[src/rtl/eaf_pkg.sv]
package eaf_pkg;
  typedef enum logic [1:0] {
    OP_NONE  = 2'd0,
    OP_READ  = 2'd1,
    OP_WRITE = 2'd2,
    OP_PROT  = 2'd3
  } op_e;

  typedef enum logic [2:0] {
    ST_IDLE,
    ST_ADDR,
    ST_DECIDE,
    ST_ACK,
    ST_HOLD
  } st_e;

  localparam int unsigned CODE_W = 4;
  localparam logic [CODE_W-1:0] CODE_MEM  = 4'b1010;
  localparam logic [CODE_W-1:0] CODE_PROT = 4'b0110;
endpackage

[src/rtl/eaf_sync.sv]
module eaf_sync #(
  parameter int unsigned STAGES = 2
) (
  input  logic clk_i,
  input  logic rst_ni,
  input  logic d_i,
  output logic q_o,
  output logic rise_o,
  output logic fall_o
);
  logic [STAGES-1:0] chain_q;
  logic              prev_q;

  genvar g;
  generate
    for (g = 0; g < STAGES; g++) begin : g_stage
      if (g == 0) begin : g_first
        always_ff @(posedge clk_i or negedge rst_ni) begin
          if (!rst_ni) chain_q[g] <= 1'b1;
          else         chain_q[g] <= d_i;
        end
      end else begin : g_next
        always_ff @(posedge clk_i or negedge rst_ni) begin
          if (!rst_ni) chain_q[g] <= 1'b1;
          else         chain_q[g] <= chain_q[g-1];
        end
      end
    end
  endgenerate

  always_ff @(posedge clk_i or negedge rst_ni) begin
    if (!rst_ni) prev_q <= 1'b1;
    else         prev_q <= chain_q[STAGES-1];
  end

  assign q_o    = chain_q[STAGES-1];
  assign rise_o = chain_q[STAGES-1] & ~prev_q;
  assign fall_o = ~chain_q[STAGES-1] & prev_q;
endmodule

[src/rtl/eaf_cond.sv]
module eaf_cond (
  input  logic scl_q_i,
  input  logic sda_rise_i,
  input  logic sda_fall_i,
  output logic start_o,
  output logic stop_o
);
  // SDA may only move while SCL is low during data; a move with SCL high is a frame marker
  assign start_o = scl_q_i & sda_fall_i;
  assign stop_o  = scl_q_i & sda_rise_i;
endmodule

[src/rtl/eaf_decode.sv]
module eaf_decode
  import eaf_pkg::*;
#(
  parameter int unsigned CS_W = 3
) (
  input  logic [CODE_W+CS_W:0] byte_i,
  input  logic [CS_W-1:0]      cs_i,
  input  logic                 prot_set_i,
  input  logic                 busy_i,
  output op_e                  op_o
);
  localparam int unsigned B_W = CODE_W + CS_W + 1;

  logic [CODE_W-1:0] code;
  logic [CS_W-1:0]   cs_field;
  logic              rd_bit;
  logic              cs_hit;

  assign code     = byte_i[B_W-1 -: CODE_W];
  assign cs_field = byte_i[CS_W:1];
  assign rd_bit   = byte_i[0];
  assign cs_hit   = (cs_field == cs_i);

  always_comb begin
    op_o = OP_NONE;
    if (!busy_i && cs_hit) begin
      if (code == CODE_MEM) begin
        op_o = rd_bit ? OP_READ : OP_WRITE;
      end else if (code == CODE_PROT && !rd_bit && !prot_set_i) begin
        op_o = OP_PROT;
      end
    end
  end
endmodule

[src/rtl/eaf_top.sv]
module eaf_top
  import eaf_pkg::*;
#(
  parameter int unsigned CS_W        = 3,
  parameter int unsigned SYNC_STAGES = 2
) (
  input  logic            clk_i,
  input  logic            rst_ni,
  input  logic            scl_i,
  input  logic            sda_i,
  input  logic [CS_W-1:0] chip_sel_i,
  input  logic            prot_set_i,
  input  logic            busy_i,
  output logic            sda_pull_o,
  output logic            match_o,
  output logic [1:0]      op_o,
  output logic            prot_cmd_o
);
  localparam int unsigned B_W   = CODE_W + CS_W + 1;
  localparam int unsigned CNT_W = $clog2(B_W);
  localparam logic [CNT_W-1:0] LAST_BIT = CNT_W'(B_W - 1);

  logic scl_q, scl_rise, scl_fall;
  logic sda_q, sda_rise, sda_fall;
  logic start_evt, stop_evt;

  eaf_sync #(.STAGES(SYNC_STAGES)) u_scl_sync (
    .clk_i, .rst_ni, .d_i(scl_i), .q_o(scl_q), .rise_o(scl_rise), .fall_o(scl_fall)
  );

  eaf_sync #(.STAGES(SYNC_STAGES)) u_sda_sync (
    .clk_i, .rst_ni, .d_i(sda_i), .q_o(sda_q), .rise_o(sda_rise), .fall_o(sda_fall)
  );

  eaf_cond u_cond (
    .scl_q_i(scl_q), .sda_rise_i(sda_rise), .sda_fall_i(sda_fall),
    .start_o(start_evt), .stop_o(stop_evt)
  );

  st_e              st_q;
  logic [B_W-1:0]   shift_q;
  logic [CNT_W-1:0] cnt_q;
  op_e              op_q, dec_op;
  logic             pull_q, match_q, prot_q;

  eaf_decode #(.CS_W(CS_W)) u_decode (
    .byte_i(shift_q), .cs_i(chip_sel_i), .prot_set_i(prot_set_i),
    .busy_i(busy_i), .op_o(dec_op)
  );

  always_ff @(posedge clk_i or negedge rst_ni) begin
    if (!rst_ni) begin
      st_q    <= ST_IDLE;
      shift_q <= '0;
      cnt_q   <= '0;
      op_q    <= OP_NONE;
      pull_q  <= 1'b0;
      match_q <= 1'b0;
      prot_q  <= 1'b0;
    end else begin
      match_q <= 1'b0;
      if (stop_evt) begin
        st_q   <= ST_IDLE;
        op_q   <= OP_NONE;
        prot_q <= 1'b0;
        pull_q <= 1'b0;
      end else if (start_evt) begin
        st_q   <= busy_i ? ST_IDLE : ST_ADDR;
        cnt_q  <= '0;
        op_q   <= OP_NONE;
        prot_q <= 1'b0;
        pull_q <= 1'b0;
      end else begin
        unique case (st_q)
          ST_IDLE: ;
          ST_ADDR: begin
            if (scl_rise) begin
              shift_q <= {shift_q[B_W-2:0], sda_q};
              cnt_q   <= cnt_q + 1'b1;
              if (cnt_q == LAST_BIT) st_q <= ST_DECIDE;
            end
          end
          ST_DECIDE: begin
            // decide at the falling edge so busy/protect state is current
            if (scl_fall) begin
              if (dec_op != OP_NONE) begin
                pull_q  <= 1'b1;
                match_q <= 1'b1;
                op_q    <= dec_op;
                prot_q  <= (dec_op == OP_PROT);
                st_q    <= ST_ACK;
              end else begin
                st_q <= ST_IDLE;
              end
            end
          end
          ST_ACK: begin
            if (scl_fall) begin
              pull_q <= 1'b0;
              st_q   <= ST_HOLD;
            end
          end
          ST_HOLD: ;
          default: st_q <= ST_IDLE;
        endcase
      end
    end
  end

  assign sda_pull_o = pull_q;
  assign match_o    = match_q;
  assign op_o       = op_q;
  assign prot_cmd_o = prot_q;
endmodule

[config.mk]
export PLATFORM = sky130hd
export DESIGN_NAME = eaf_top
export DESIGN_NICKNAME = d
export VERILOG_FILES = /design/src/rtl/eaf_pkg.sv /design/src/rtl/eaf_sync.sv /design/src/rtl/eaf_cond.sv /design/src/rtl/eaf_decode.sv /design/src/rtl/eaf_top.sv
export SDC_FILE = /design/constraint.sdc
export NUM_CORES = 1
export LEC_CHECK = 0
export ABC_CLOCK_PERIOD_IN_PS = 2100
export BUFFER_PORTS_ARGS = -buffer_cell sky130_fd_sc_hd__buf_2
export CELL_PAD_IN_SITES_DETAIL_PLACEMENT = 1
export CELL_PAD_IN_SITES_GLOBAL_PLACEMENT = 1
export CORE_ASPECT_RATIO = 1.1
export CORE_MARGIN = 4
export CORE_UTILIZATION = 40
export DETAILED_ROUTE_END_ITERATION = 10
export PLACE_DENSITY = 0.7
export SYNTH_ARGS = -nofsm -noshare
export SYNTH_HDL_FRONTEND = slang
export SYNTH_SLANG_ARGS = --single-unit
[constraint.sdc]
create_clock -name clk_i -period 2.1 [get_ports clk_i]
set_input_delay 0.315 -clock clk_i [delete_from_list [all_inputs] [get_ports clk_i]]
set_output_delay 0.315 -clock clk_i [all_outputs]
set_load 0.02 [all_outputs]
==> impl_results.md <==
* Number of vias per cell at 5.56
* Post-CTS resize count at 0
* Warnings, synthesis at 0
* EDFF count, synth at 0
* Synth Flop Type: dfrtp_1
* Post-Route WL at ~2.4 mm
* CP startpoint: u_sda_sync.q_o$_DFF_PN1_
* Post-synthesis sequential area ratio at 0.509
* Clock tree sinks at 25
* TritonCTS Buffers at 3
* Worst Path Required at 2.31 ns
* Post-route setup TNS at 0 ns
* Worst slew pin tran at 0.555 ns
* DRC at 0
* Comb pwr share at 0.062
* DRT Pass-1 Iters at 4
* Final Max Slew Viols at 0
* Max-Cap Viols at 0
* Clock share of power at 0.273
* Net Count, Synth at 118
* IO Pins at 14
* PwrDens at roughly 550 mW/mm^2
* Chip width at around 60 microns
* DIE HEIGHT at 66.5 microns
* Clock latency on the worst-skew pair at 0.31 ns
* Fillcell total at 323
* Synthesized area at between 0.001 and 0.0015 sq mm
* Remaining Overflow, GRT at 0
* CTS tree: built
* Tcrit/Tclk final at 0.844
* Worst vdd ir at 0.000317 V
* Hold Fails Final Rpt at 0
* Row cnt at 20
* Starting DRC count in detailed routing at 21
* Flop pwr share at 0.665
* Final Skew at 0.00193 ns
* Total internal power at 0.000587 W
* First-pass GRT wire length at 4.33 mm
* Number of port buffers at 13
* Routed len/inst at 15.5 microns
* Hold_sp: sda_i
* RD Place Congestion at 0.773
* Slew headroom at 0.630
* Yosys cell types at 42
* Sequential Area at approximately 630 sq um
* Switching power at 0.000174 W
* Share of layout cells above drive strength 1 at 0.293
* Largest net degree at the start of global routing at 26
* Antenna Violating Nets Remaining at 0
* Seq cells post-synth at 25
* ANT cells at 0
* GRT Max-Usage Layer: met2
* Final nets at 135
* Share of flip-flops with an asynchronous set or reset at 1.00
* Synth-to-layout area growth at 10.4%
* Hold WC Path Type: in -> reg
* GRT Total Usage at 0.140
* Crit Path Max Fanout at 10
* Number of global-route vias before repair at 971
* CP Capture Type: flip-flop
* Pleak at roughly 0.64 nW
* Clock-pin slew on the worst setup and hold paths at 0.13 ns
* Status: completed
* Cells after Synth at 107
* Critical path arrival at just under 2 ns
* Final hold slack at 0.0874 ns
* Mean post-synth cell area at 11.6 sq um
* Initial antenna violation count at 0
* Setup crit start kind: flip-flop
* Final Setup Violations at 0
* Die Footprint at 0.00407 sq mm
* Post-DP HPWL at 1.85 mm
* Crit path time final at about 1.8 ns
* Worst setup path category: reg -> reg
* RSZ-0062 raised after global routing: no
* Grt met3 use at 0.0233
* Met1 usage at 0.177
* Area taken by multi-input logic gates at 572 sq um
* Tot Pwr at 0.000761 W
* Switching share of power at 0.228
* H-tree level count at 1
* Reg2reg start: u_sda_sync.q_o$_DFF_PN1_
* CTS Root Cell: clkbuf_4
* Met2 usage at 0.239
* Via Count at 868
* Initial Utilization at 0.433
* Fmax at between 500 and 600 MHz
* Max clock buf depth at 2
* CORE AREA at roughly 0.0029 sq mm
[layer usage]
metal	vias to the layer above	part of all wire
met5	-	0
met4	0	0.0083
met3	2	0.031
met2	13	0.47
met1	434	0.49
li1	419	-
[synth_stat cells (all sizes together), types with 2 or more instances]
| library cell | instances | share of area |
|---|---|---|
| dfrtp | 19 | 0.38 |
| nand2 | 12 | 0.036 |
| mux2 | 8 | 0.072 |
| dfstp | 6 | 0.13 |
| inv | 5 | 0.015 |
| nand3 | 5 | 0.030 |
| o21ai | 4 | 0.016 |
| a21oi | 3 | 0.015 |
| a2bb2oi | 3 | 0.021 |
| buf | 3 | 0.017 |
| nor2b | 3 | 0.015 |
| nor3 | 3 | 0.016 |
| xnor2 | 3 | 0.021 |
| and3 | 2 | 0.010 |
| ha | 2 | 0.020 |
| maj3 | 2 | 0.016 |
| mux2i | 2 | 0.016 |
| nor2 | 2 | 0.0060 |
| nor4 | 2 | 0.010 |
| nor4b | 2 | 0.031 |
[power groups by stage]
stage	Clock [W]	Sequential, W	Combinational (W)
floorplan	0	0.000507	0.0000304
CTS	0.000219	0.000506	0.0000488
global placement	0	0.000514	0.0000457
detailed placement	0	0.000515	0.0000473
global route	0.000240	0.000508	0.0000544
finish	0.000208	0.000506	0.0000472
[placed cells by master (no fill, tap or decap), types with 2 or more instances in the layout]
cell type,n
dfrtp_1,19
buf_2,13
nand2_1,12
mux2_2,8
dfstp_2,6
inv_1,5
nand3_1,4
nor2b_1,3
xnor2_1,3
o21ai_0,3
a2bb2oi_1,3
clkbuf_4,3
nor4_1,2
a21oi_1,2
nor2_1,2
nor3_1,2
and3_1,2
maj3_1,2
mux2i_1,2
ha_1,2
[cell type report]
class,count,share of cell area
Multi-Input combinational cell,74,0.416
Sequential cell,25,0.461
Clock buffer,4,0.0191
Tap cell,33,0.0301
Timing Repair Buffer,15,0.0601
Inverter,5,0.0137
[final timing paths]
kind                       cells past startpoint  slack (ns)                              end
setup reg to reg                               4        0.33           shift_q[5]$_DFFE_PN0P_
hold reg to reg                                0        0.36         u_sda_sync.q_o$_DFF_PN1_
min in group asynchronous                      2        0.51             cnt_q[2]$_DFFE_PN0P_
hold / removal                                 1        0.09  u_sda_sync.chain_q[0]$_DFF_PN1_
max in group asynchronous                      2        1.21         u_scl_sync.q_o$_DFF_PN1_
setup / recovery                               4        0.33           shift_q[5]$_DFFE_PN0P_
[critical path, stage by stage (launching register included)]
cell and delay (ns):
dfstp_2 0.66, xor2_1 0.20, nand2_1 0.24, nand3_4 0.22, mux2_2 0.35
[state kept, by name, summed over array words and instances (netlist names)]
register,cells
prot_cmd_o,1
u_scl_sync.prev_q,1
u_sda_sync.q_o,1
match_o,1
u_scl_sync.q_o,1
u_sda_sync.chain_q,1
op_o,2
sda_pull_o,1
u_sda_sync.prev_q,1
u_scl_sync.chain_q,1
st_q,3
shift_q,8
cnt_q,3
[cells by family after synthesis]
group                    Yosys count  synth area share
multiplexers                      10            0.0884
flip-flops                        25             0.509
buffers and inverters              8            0.0322
adder cells (fa/ha/maj)            4            0.0362
XOR/XNOR                           4            0.0281
AO/OA/AOI/OAI                     19             0.117
AND/OR/NAND/NOR                   37             0.190
[per-stage QoR]
step                setup WS (ns)  instances  cell area [sq um]  utilization
CTS                         0.303        156               1370        0.477
floorplan                   0.454        107               1240            -
detailed placement          0.304        151               1340        0.465
global route                0.186        156               1370        0.477
global placement            0.373        151               1340        0.465
finish                      0.327        156               1370        0.477
[timing repair]
item                      4_1_cts  5_1_grt
hold buffers                    1        0
buffers inserted                0        0
hold endpoints to repair       19        0
Note: power is estimated with default switching activity, not from simulation.
